$ cat config.mk
export PLATFORM = sky130hd
export DESIGN_NAME = stack_entry_engine
export DESIGN_NICKNAME = d
export VERILOG_FILES = /design/src/rtl/ses_pkg.sv /design/src/rtl/ses_limit_cmp.sv /design/src/rtl/ses_fault_status.sv /design/src/rtl/ses_push_seq.sv /design/src/rtl/stack_entry_engine.sv
export SDC_FILE = /design/constraint.sdc
export NUM_CORES = 1
export LEC_CHECK = 0
export BUFFER_PORTS_ARGS = -buffer_cell sky130_fd_sc_hd__buf_2
export CAP_MARGIN = 20
export CORE_ASPECT_RATIO = 1.75
export CORE_MARGIN = 5
export CORE_UTILIZATION = 50
export CTS_BUF_LIST = sky130_fd_sc_hd__clkbuf_8
export DETAILED_ROUTE_END_ITERATION = 8
export GPL_ROUTABILITY_DRIVEN = 1
export PLACE_DENSITY = 0.76
export RECOVER_POWER = 25
export SLEW_MARGIN = 30
export SYNTH_ARGS = -nofsm -noshare
export SYNTH_HDL_FRONTEND = slang
export SYNTH_SLANG_ARGS = --single-unit
$ cat constraint.sdc
create_clock -name clk -period 5.5 [get_ports clk]
set_input_delay 0 -clock clk [delete_from_list [all_inputs] [get_ports clk]]
set_output_delay 0 -clock clk [all_outputs]
set_load 0.05 [all_outputs]
$ cat src/rtl/ses_pkg.sv
package ses_pkg;
  typedef enum logic [0:0] {
    SEQ_IDLE = 1'b0,
    SEQ_PUSH = 1'b1
  } seq_state_e;

  localparam int STAT_W      = 2;
  localparam int STAT_OVF    = 0;
  localparam int STAT_STKERR = 1;
endpackage

$ cat src/rtl/ses_limit_cmp.sv
module ses_limit_cmp #(
  parameter int ADDR_W = 32,
  parameter int OFFSET = 0
) (
  input  logic [ADDR_W-1:0] base,
  input  logic [ADDR_W-1:0] limit,
  output logic              below
);
  generate
    if (OFFSET == 0) begin : g_plain
      assign below = base < limit;
    end else begin : g_offset
      localparam logic [ADDR_W-1:0] OFF = ADDR_W'(OFFSET);
      logic [ADDR_W-1:0] low;
      assign low   = base - OFF;
      assign below = (base < OFF) || (low < limit);
    end
  endgenerate
endmodule

$ cat src/rtl/ses_fault_status.sv
module ses_fault_status
  import ses_pkg::*;
(
  input  logic              clk,
  input  logic              rst,
  input  logic              set_ovf,
  input  logic              set_err,
  input  logic [STAT_W-1:0] clr,
  output logic [STAT_W-1:0] stat
);
  logic [STAT_W-1:0] set_vec;

  always_comb begin
    set_vec              = '0;
    set_vec[STAT_OVF]    = set_ovf;
    set_vec[STAT_STKERR] = set_err;
  end

  always_ff @(posedge clk) begin
    if (rst) stat <= '0;
    else     stat <= (stat & ~clr) | set_vec;
  end


  ovf_sticky_chk: assert property (@(posedge clk) disable iff (rst)
    set_ovf |=> stat[STAT_OVF]);

  w1c_clear_chk: assert property (@(posedge clk) disable iff (rst)
    (clr[STAT_STKERR] && !set_err) |=> !stat[STAT_STKERR]);
endmodule

$ cat src/rtl/ses_push_seq.sv
module ses_push_seq
  import ses_pkg::*;
#(
  parameter int ADDR_W      = 32,
  parameter int DATA_W      = 32,
  parameter int EXC_W       = 9,
  parameter int FRAME_WORDS = 8,
  parameter int WORD_BYTES  = 4,
  parameter int USAGE_ID    = 6,
  parameter int MEMM_ID     = 4
) (
  input  logic                          clk,
  input  logic                          rst,
  input  logic                          req,
  input  logic [EXC_W-1:0]              req_exc,
  input  logic                          req_sel,
  input  logic [ADDR_W-1:0]             sp_act,
  input  logic [ADDR_W-1:0]             lim_act,
  input  logic                          frame_ovf,
  input  logic [FRAME_WORDS*DATA_W-1:0] ctx,
  input  logic                          prot_fault,
  output logic                          wr_valid,
  output logic [ADDR_W-1:0]             wr_addr,
  output logic [DATA_W-1:0]             wr_data,
  output logic                          busy,
  output logic                          done,
  output logic [EXC_W-1:0]              done_exc,
  output logic                          pend_valid,
  output logic [EXC_W-1:0]              pend_exc,
  output logic                          spu_valid,
  output logic                          spu_sel,
  output logic [ADDR_W-1:0]             spu_val,
  output logic                          ovf_evt,
  output logic                          err_evt
);
  localparam int CNT_W = (FRAME_WORDS > 1) ? $clog2(FRAME_WORDS) : 1;
  localparam logic [ADDR_W-1:0] STEP   = ADDR_W'(WORD_BYTES);
  localparam logic [ADDR_W-1:0] FRAME  = ADDR_W'(FRAME_WORDS * WORD_BYTES);
  localparam logic [CNT_W-1:0]  TOP    = CNT_W'(FRAME_WORDS - 1);

  seq_state_e                    state;
  logic [CNT_W-1:0]              cnt;
  logic [CNT_W-1:0]              cnt_nxt;
  logic [FRAME_WORDS*DATA_W-1:0] ctx_q;
  logic [ADDR_W-1:0]             sp_q;
  logic [ADDR_W-1:0]             lim_q;
  logic                          sel_q;
  logic [EXC_W-1:0]              exc_q;

  assign cnt_nxt = cnt - 1'b1;

  always_ff @(posedge clk) begin
    if (rst) begin
      state      <= SEQ_IDLE;
      cnt        <= '0;
      ctx_q      <= '0;
      sp_q       <= '0;
      lim_q      <= '0;
      sel_q      <= 1'b0;
      exc_q      <= '0;
      wr_valid   <= 1'b0;
      wr_addr    <= '0;
      wr_data    <= '0;
      busy       <= 1'b0;
      done       <= 1'b0;
      done_exc   <= '0;
      pend_valid <= 1'b0;
      pend_exc   <= '0;
      spu_valid  <= 1'b0;
      spu_sel    <= 1'b0;
      spu_val    <= '0;
      ovf_evt    <= 1'b0;
      err_evt    <= 1'b0;
    end else begin
      done       <= 1'b0;
      pend_valid <= 1'b0;
      spu_valid  <= 1'b0;
      ovf_evt    <= 1'b0;
      err_evt    <= 1'b0;
      unique case (state)
        SEQ_IDLE: begin
          if (req) begin
            if (frame_ovf) begin
              done       <= 1'b1;
              done_exc   <= EXC_W'(USAGE_ID);
              pend_valid <= 1'b1;
              pend_exc   <= req_exc;
              spu_valid  <= 1'b1;
              spu_sel    <= req_sel;
              spu_val    <= lim_act;
              ovf_evt    <= 1'b1;
            end else begin
              state    <= SEQ_PUSH;
              busy     <= 1'b1;
              ctx_q    <= ctx;
              sp_q     <= sp_act;
              lim_q    <= lim_act;
              sel_q    <= req_sel;
              exc_q    <= req_exc;
              cnt      <= TOP;
              wr_valid <= 1'b1;
              wr_addr  <= sp_act - STEP;
              wr_data  <= ctx[(FRAME_WORDS-1)*DATA_W +: DATA_W];
            end
          end
        end
        SEQ_PUSH: begin
          if (prot_fault || cnt == '0) begin
            state      <= SEQ_IDLE;
            busy       <= 1'b0;
            wr_valid   <= 1'b0;
            done       <= 1'b1;
            spu_valid  <= 1'b1;
            spu_sel    <= sel_q;
            spu_val    <= sp_q - FRAME;
            if (prot_fault) begin
              done_exc   <= EXC_W'(MEMM_ID);
              pend_valid <= 1'b1;
              pend_exc   <= exc_q;
              err_evt    <= 1'b1;
            end else begin
              done_exc <= exc_q;
            end
          end else begin
            cnt     <= cnt_nxt;
            wr_addr <= wr_addr - STEP;
            wr_data <= ctx_q[cnt_nxt*DATA_W +: DATA_W];
          end
        end
        default: state <= SEQ_IDLE;
      endcase
    end
  end


  addr_floor_chk: assert property (@(posedge clk) disable iff (rst)
    wr_valid |-> (wr_addr >= lim_q));

  push_step_chk: assert property (@(posedge clk) disable iff (rst)
    (wr_valid && !prot_fault && cnt != '0) |=> (wr_valid && wr_addr == $past(wr_addr) - STEP));

  fault_abort_chk: assert property (@(posedge clk) disable iff (rst)
    (wr_valid && prot_fault) |=> (!wr_valid && done && done_exc == EXC_W'(MEMM_ID) && pend_valid));

  entry_after_push_chk: assert property (@(posedge clk) disable iff (rst)
    done |-> !wr_valid);

  ovf_no_write_chk: assert property (@(posedge clk) disable iff (rst)
    (state == SEQ_IDLE && req && frame_ovf) |=> (!wr_valid && spu_val == $past(lim_act)));
endmodule

$ cat src/rtl/stack_entry_engine.sv
module stack_entry_engine
  import ses_pkg::*;
#(
  parameter int ADDR_W      = 32,
  parameter int DATA_W      = 32,
  parameter int EXC_W       = 9,
  parameter int FRAME_WORDS = 8,
  parameter int WORD_BYTES  = 4,
  parameter int USAGE_ID    = 6,
  parameter int MEMM_ID     = 4
) (
  input  logic                          clk,
  input  logic                          rst,
  input  logic                          exc_req,
  input  logic [EXC_W-1:0]              exc_id,
  input  logic [FRAME_WORDS*DATA_W-1:0] ctx_frame,
  input  logic                          stack_sel,
  input  logic [ADDR_W-1:0]             msp,
  input  logic [ADDR_W-1:0]             psp,
  input  logic [ADDR_W-1:0]             msp_lim,
  input  logic [ADDR_W-1:0]             psp_lim,
  input  logic                          sp_wr_en,
  input  logic [ADDR_W-1:0]             sp_wr_val,
  input  logic                          mem_prot_fault,
  output logic                          mem_wr_valid,
  output logic [ADDR_W-1:0]             mem_wr_addr,
  output logic [DATA_W-1:0]             mem_wr_data,
  output logic                          stacking_busy,
  output logic                          entry_done,
  output logic [EXC_W-1:0]              entry_exc,
  output logic                          pend_valid,
  output logic [EXC_W-1:0]              pend_exc,
  output logic                          sp_upd_valid,
  output logic                          sp_upd_sel,
  output logic [ADDR_W-1:0]             sp_upd_val,
  output logic                          spw_ovf,
  input  logic [STAT_W-1:0]             stat_clr,
  output logic [STAT_W-1:0]             fault_stat
);
  localparam int FRAME_BYTES = FRAME_WORDS * WORD_BYTES;

  logic [ADDR_W-1:0] sp_act;
  logic [ADDR_W-1:0] lim_act;
  logic              frame_ovf;
  logic              spw_below;
  logic              ovf_evt;
  logic              err_evt;

  assign sp_act  = stack_sel ? psp     : msp;
  assign lim_act = stack_sel ? psp_lim : msp_lim;

  ses_limit_cmp #(.ADDR_W(ADDR_W), .OFFSET(FRAME_BYTES)) frame_cmp_i (
    .base (sp_act),
    .limit(lim_act),
    .below(frame_ovf)
  );

  ses_limit_cmp #(.ADDR_W(ADDR_W), .OFFSET(0)) spw_cmp_i (
    .base (sp_wr_val),
    .limit(lim_act),
    .below(spw_below)
  );

  ses_push_seq #(
    .ADDR_W(ADDR_W), .DATA_W(DATA_W), .EXC_W(EXC_W), .FRAME_WORDS(FRAME_WORDS),
    .WORD_BYTES(WORD_BYTES), .USAGE_ID(USAGE_ID), .MEMM_ID(MEMM_ID)
  ) seq_i (
    .clk(clk), .rst(rst), .req(exc_req), .req_exc(exc_id), .req_sel(stack_sel),
    .sp_act(sp_act), .lim_act(lim_act), .frame_ovf(frame_ovf), .ctx(ctx_frame),
    .prot_fault(mem_prot_fault), .wr_valid(mem_wr_valid), .wr_addr(mem_wr_addr),
    .wr_data(mem_wr_data), .busy(stacking_busy), .done(entry_done), .done_exc(entry_exc),
    .pend_valid(pend_valid), .pend_exc(pend_exc), .spu_valid(sp_upd_valid),
    .spu_sel(sp_upd_sel), .spu_val(sp_upd_val), .ovf_evt(ovf_evt), .err_evt(err_evt)
  );

  always_ff @(posedge clk) begin
    if (rst) spw_ovf <= 1'b0;
    else     spw_ovf <= sp_wr_en && !stacking_busy && spw_below;
  end

  ses_fault_status stat_i (
    .clk(clk), .rst(rst), .set_ovf(ovf_evt | spw_ovf), .set_err(err_evt),
    .clr(stat_clr), .stat(fault_stat)
  );


  spw_ignored_busy_chk: assert property (@(posedge clk) disable iff (rst)
    stacking_busy |=> !spw_ovf);

  spw_flag_chk: assert property (@(posedge clk) disable iff (rst)
    (sp_wr_en && !stacking_busy && sp_wr_val < lim_act) |=> spw_ovf);
endmodule

==> results.yml, run 1 <==
power_and_ir_drop:
  seq_power_share_pct: 39.2
  power.share.clock_pct: 29.9
  switching_power_mw: 3.28
  combPwrFrac_pct: 30.9
  leakagePower_nw: 12.5
  internal_power_mw: 5.84
  power_density_nw_per_um2: 299
  max-vdd-ir-drop_v: 0.000247
  netSwitchingFraction_pct: 36.0
global_route:
  grt_pass1_wl_mm: 144
  first_global_vias: 25500
  met3_usage_pct: 7.91
  grt_use_met1_pct: 39.0
  met2_usage_pct: 65.7
  grtUsageTotal_pct: 37.8
  gr-max-usage-layer: "met2"
  grt-ovfl-total: 0
  antenna_found_initial: 5
  grt_max_degree: 211
floorplanning:
  die_h_um: 286
  ioPinCount: 556
  die_area_um2: 47800
  design.core.area_um2: 43200
  die_w_um: 167
  start_util_pct: 50.2
  rows: 101
yosys:
  synth-edff-count: 0
  synth_top_area_share_pct: 39.2
  ys_ff_latch: 425
  synth_cells: 2581
  yosysUniqueCellTypes: 76
  syn_area_um2: 21700
  synth.top_cells.by_count: "674 x nand2_1, 425 x dfxtp_1, 361 x a21oi_1"
  synthArstFlopShare_pct: 0
  syn_nets: 3081
  synth_top_area_cell: "dfxtp_1"
  avgSynthCellArea_um2: 8.41
  yosysMostFrequentCell: "nand2_1"
  yosysSeqAreaShare_pct: 39.2
  synthTopCellsByArea: "dfxtp_1 39%, nand2_1 12%, a21oi_1 8.3%"
  synth_warnings: 0
  synth_ff_type: "dfxtp_1"
cts:
  cts_tree: "done"
  cts_buffers: 66
  cts-root-buf: "clkbuf_8"
  clk_latency_ps: 640
  clock_path_buffers: 3
  clk_pin_slew_ps: 70
  htreeDepth: 3
  clkSinkCount: 425
sta:
  min_period_ps: 5310
  timing.hold.ws_ps: 54.5
  fin_crit_sh_pct: 96.6
  relSlewSlack_pct: -142
  finalHoldViolations: 0
  skew_ps: 37.1
  finalSetupTns_ps: 0
  worst_pin_slew_ps: 3630
  setup_viol: 0
  rsz0062_at_grt: "no"
  slew_violations: 68
  fmax_mhz: 188
placement:
  gp_congestion: 0.994
  dp_hpwl_mm: 58.8
  port_buffers: 555
routing:
  remaining_drc_errors: 0
  drt_iter0_drc: 2307
  routed_wl_mm: 95.3
  vias: 24500
  vias_per_cell: 5.96
  first_pass_iters: 6
  ant_nets: 0
  wire_per_inst_um: 23.1
critical_path:
  critPathMaxFanout: 110
  critical_path_class: "primary input to flop"
  crit_arrival_ps: 5880
  crit_path_start_kind: "primary input"
  cp-end-kind: "flop"
  worstPathRequired_ps: 6070
outcome:
  status: "complete, but fails checks"
  violations: "capacitance limit, slew limit"
final_layout:
  final_layout_size_suffix_gt1_share_pct: 20.1
  fill_cells: 3163
  finalNetCount: 4000
  synthToLayoutAreaGrowth_pct: 40.4
worst_hold_path:
  min_path_type: "primary input to flop"
run:
  timing.max_cap.violations: 1
==> power groups by stage <==
stage | Sequential (mW) | Clock [mW] | Combinational [mW]
floorplan | 3.86 | 0 | 1.38
global placement | 3.60 | 0 | 2.41
detailed placement | 3.62 | 0 | 2.45
CTS | 3.55 | 2.72 | 2.72
global route | 3.59 | 2.88 | 2.98
finish | 3.57 | 2.73 | 2.82
==> final cells by class <==
type	count	area (um2)	area share, %
antenna	7	17.5	0.0575
timing repair buffer	1039	7530	24.7
tap	566	708	2.32
sequential	425	8520	28.0
multi-input combinational	1952	12300	40.4
clock buffer	77	1060	3.48
inverter	16	60.1	0.197
clock inverter	37	255	0.838
==> registers in the layout (all words and copies together) (netlist names) <==
register	cells
seq_i.ctx_q	256
seq_i.sp_q	32
seq_i.spu_val	32
seq_i.wr_addr	32
seq_i.wr_data	32
seq_i.done_exc	9
seq_i.exc_q	9
seq_i.pend_exc	9
seq_i.cnt	3
stat_i.stat	2
seq_i.done	1
seq_i.err_evt	1
seq_i.ovf_evt	1
seq_i.pend_valid	1
seq_i.sel_q	1
seq_i.spu_sel	1
seq_i.state	1
seq_i.wr_valid	1
spw_ovf	1
==> through the flow <==
step / cells / utilization, % / worst slack [ps] / power (mW) / cell area (um2)
finish: 4119 / 70.5 / 187 / 9.11 / 30500
global route: 4116 / 70.5 / 30.4 / 9.46 / 30500
CTS: 4102 / 70.6 / 60.0 / 8.99 / 30500
detailed placement: 3567 / 57.8 / 247 / 6.07 / 25000
global placement: 3566 / 57.7 / 458 / 6.01 / 25000
floorplan: 2581 / - / 920 / 5.24 / 21700
==> timing repair <==
| action | CTS | global route |
|---|---|---|
| gates resized for setup | 0 | 7 |
| setup buffers | 0 | 8 |
| hold buffers | 421 | 0 |
| hold endpoints to repair | 388 | 0 |
| endpoints found under the setup margin | 0 | 56 |
==> cell families (layout without fill, tap and decap cells) <==
| group | count (synthesis) | count (layout) | share of synthesized area (%) |
|---|---|---|---|
| adders and majority gates | 67 | 67 | 3.86 |
| muxes | 222 | 222 | 14.1 |
| buffers and inverters | 205 | 1169 | 4.45 |
| and+or+nand+nor | 1019 | 1020 | 20.1 |
| xor gates and xnor gates | 63 | 63 | 2.54 |
| DFF | 425 | 425 | 39.2 |
| AOI/OAI and AO/OA | 580 | 580 | 15.7 |
| other | 0 | 7 | 0 |
==> path summary, 6_finish.rpt <==
check,startpoint,end,slack (ps),depth (start not counted)
min,msp_lim[12],seq_i.spu_val[12],50,4
max reg2reg,seq_i.state,seq_i.wr_addr[30],250,7
min reg2reg,seq_i.ctx_q[156],seq_i.ctx_q[156],450,2
max,psp[7],seq_i.ctx_q[242],190,22
==> critical path, stage by stage <==
cell and delay [ps]:
dlygate4sd3_1 560, clkbuf_1 130, or4b_1 550, a222oi_1 370, buf_4 210, nand3_2 100
buf_4 220, or2_2 320, nor2_1 140, xnor2_1 140, ha_1 270, nand2_1 60
nor2_1 40, a211oi_1 270, o211ai_1 180, buf_4 180, a21oi_1 410, or2_4 300
buf_16 380, nand2_1 140, a21oi_1 240, dlygate4sd3_1 590
==> per-layer routing <==
metal,vias up,wire length (um)
li1,10900,-
met1,11500,31800
met2,1639,46500
met3,515,7650
met4,2,9240
met5,-,13
==> layout by cell type (no fill, tap or decap), types with 35 or more instances in the layout <==
master and count:
dlygate4sd3_1 421, mux4_2 64, nor2_1 157, buf_2 429, nand2_1 674, buf_4 43, clkbuf_1 126, dfxtp_1 423
o21ai_0 41, ha_1 66, mux2i_1 133, o211ai_1 41, a21oi_1 361, clkbuf_8 77, inv_1 35, a211oi_1 41
nor3_1 35
(Power assumes the default switching activity.)
==> run 2: changes to the inputs <==
--- a/config.mk
+++ b/config.mk
@@ -6,14 +6,16 @@
 export NUM_CORES = 1
 export LEC_CHECK = 0
 export BUFFER_PORTS_ARGS = -buffer_cell sky130_fd_sc_hd__buf_2
-export CAP_MARGIN = 20
+export CAP_MARGIN = 30
+export CELL_PAD_IN_SITES_DETAIL_PLACEMENT = 1
+export CELL_PAD_IN_SITES_GLOBAL_PLACEMENT = 2
 export CORE_ASPECT_RATIO = 1.75
 export CORE_MARGIN = 5
-export CORE_UTILIZATION = 50
+export CORE_UTILIZATION = 32
 export CTS_BUF_LIST = sky130_fd_sc_hd__clkbuf_8
 export DETAILED_ROUTE_END_ITERATION = 8
 export GPL_ROUTABILITY_DRIVEN = 1
-export PLACE_DENSITY = 0.76
+export PLACE_DENSITY_LB_ADDON = 0.1
 export RECOVER_POWER = 25
 export SLEW_MARGIN = 30
 export SYNTH_ARGS = -nofsm -noshare
==> run 2 against run 1 <==
  * The run still ends with capacitance limit, slew limit left
  * Critical path type unchanged
  * Critical path depth up 2
  * Core utilization down 25 points
  * Die area up 53%
  * Largest cell class unchanged
  * Final cell count up 8.6%
  * Sequential share of layout area down 0.42 points
  * Largest power group unchanged
  * Critical endpoint is now seq_i.ctx_q[212]
  * First-iteration DRC count down 56%
  * Worst setup slack better by 200 ps
  * Total power up 0.90%
==> results.yml, run 2 (same netlist as run 1, synthesis figures left out) <==
final_layout:
  final_layout_size_suffix_gt1_share_pct: 20.3
  largest_reg_flops: 256
  top_register: "seq_i.ctx_q"
  finalNetCount: 4015
  final_cell_mix: "674 x nand2_1, 430 x buf_2, 423 x dfxtp_1"
  final_common_cell: "nand2_1"
  synthToLayoutAreaGrowth_pct: 42.5
  fill_cells: 8107
  fin_area_um2: 30900
cts:
  clk_pin_slew_ps: 60
  clock_path_buffers: 3
  cts-root-buf: "clkbuf_8"
  cts_tree: "done"
  cts_buffers: 71
  clk_latency_ps: 670
  clkSinkCount: 425
  htreeDepth: 3
sta:
  setup_viol: 0
  rsz0062_at_grt: "no"
  fin_crit_sh_pct: 93.1
  min_period_ps: 5120
  worst_pin_slew_ps: 1780
  relSlewSlack_pct: -19.0
  finalSetupTns_ps: 0
  slew_violations: 72
  finalHoldViolations: 0
  fmax_mhz: 195
  skew_ps: 36.5
power_and_ir_drop:
  combPwrFrac_pct: 30.7
  leakagePower_nw: 12.6
  max-vdd-ir-drop_v: 0.000197
  power_density_nw_per_um2: 297
  internal_power_mw: 5.87
  switching_power_mw: 3.32
  seq_power_share_pct: 38.9
  power.share.clock_pct: 30.5
  netSwitchingFraction_pct: 36.1
outcome:
  violations: "capacitance limit, slew limit"
  status: "complete, but fails checks"
routing:
  remaining_drc_errors: 0
  vias_per_cell: 5.14
  routed_wl_mm: 106
  ant_nets: 0
  wire_per_inst_um: 23.6
  first_pass_iters: 5
  vias: 23000
  drt_iter0_drc: 1005
critical_path:
  worstPathRequired_ps: 6080
  critical_path_class: "primary input to flop"
  cp-end-kind: "flop"
  crit_path_start_kind: "primary input"
  crit_arrival_ps: 5700
  critPathMaxFanout: 45
run:
  timing.max_cap.violations: 1
floorplanning:
  design.core.area_um2: 67300
  die_area_um2: 73300
  start_util_pct: 32.2
  ioPinCount: 556
  die_h_um: 354
  die_w_um: 207
  rows: 126
worst_hold_path:
  min_path_type: "primary input to flop"
global_route:
  grt-ovfl-total: 0
  grtUsageTotal_pct: 27.6
  grt_pass1_wl_mm: 154
  grt_max_degree: 192
  antenna_found_initial: 14
  first_global_vias: 25400
placement:
  gp_congestion: 0.941
  port_buffers: 555
  placed_area_um2: 25400
  dp_hpwl_mm: 75.8
[run 2: power groups by stage]
stage               Clock (mW)  Combinational, mW  Sequential [mW]
finish                    2.80               2.82             3.57
global route              3.03               3.03             3.60
CTS                       2.91               2.85             3.57
detailed placement           0               2.58             3.64
global placement             0               2.54             3.62
floorplan                    0               1.38             3.86
[run 2: layout make-up]
type | count | area, um2 | share of cell area, %
timing repair buffer | 1049 | 7530 | 24.4
multi-input combinational | 1952 | 12300 | 39.8
sequential | 425 | 8520 | 27.5
antenna | 13 | 32.5 | 0.105
clock buffer | 88 | 1210 | 3.92
tap | 896 | 1120 | 3.62
inverter | 16 | 60.1 | 0.194
clock inverter | 35 | 151 | 0.490
[run 2: per-stage QoR]
stage	total power [mW]	hold slack, ps	instances	setup WS (ps)	utilization (%)
3_3_place_gp	6.16	241	3911	228	37.8
2_1_floorplan	5.24	136	2581	920	-
4_1_cts	9.33	1.13	4453	71.6	46.1
6_report	9.20	52.3	4474	382	45.9
3_5_place_dp	6.22	247	3911	217	37.8
5_1_grt	9.66	49.5	4469	17.7	45.9
[run 2: path summary, 6_finish.rpt]
check                         from                 to  depth (start not counted)  slack (ps)
setup / recovery            msp[5]   seq_i.ctx_q[212]                         24         380
hold / removal             psp[11]     seq_i.sp_q[11]                          4          50
setup reg to reg       seq_i.state  seq_i.wr_addr[25]                          9        1730
hold reg to reg   seq_i.ctx_q[251]   seq_i.ctx_q[251]                          2         450
[run 2: worst max-delay path, cell delays in order]
cell           delay (ps)
dlygate4sd3_1         530
buf_2                 130
mux2_2                290
inv_1                 110
ha_1                  220
o221ai_1              250
nor3_2                290
and2_1                190
and3_1                230
nand2_1               120
nor3_1                240
xnor2_1               110
ha_1                  320
nand4_1               220
nor4_4                400
nand3_1               130
o22ai_1               230
a21oi_1               120
buf_4                 240
nor2_4                170
clkbuf_16             260
nand2_1               100
a21oi_1               150
dlygate4sd3_1         580
[run 2: timing repair]
action                                 in CTS  in global routing
gates resized for setup                     0                  5
setup endpoints to repair                   0                 67
endpoints found under the hold margin     393                  0
hold buffers                              419                  0
buffers inserted                            0                  6
[run 2: routing by layer]
metal / routed length, um / GRT usage [%] / up-vias
li1: - / - / 10900
met1: 37500 / 27.6 / 11200
met2: 55800 / 52.1 / 699
met3: 5320 / 4.89 / 224
met4: 6960 / 16.3 / 4
met5: 24 / 0 / -
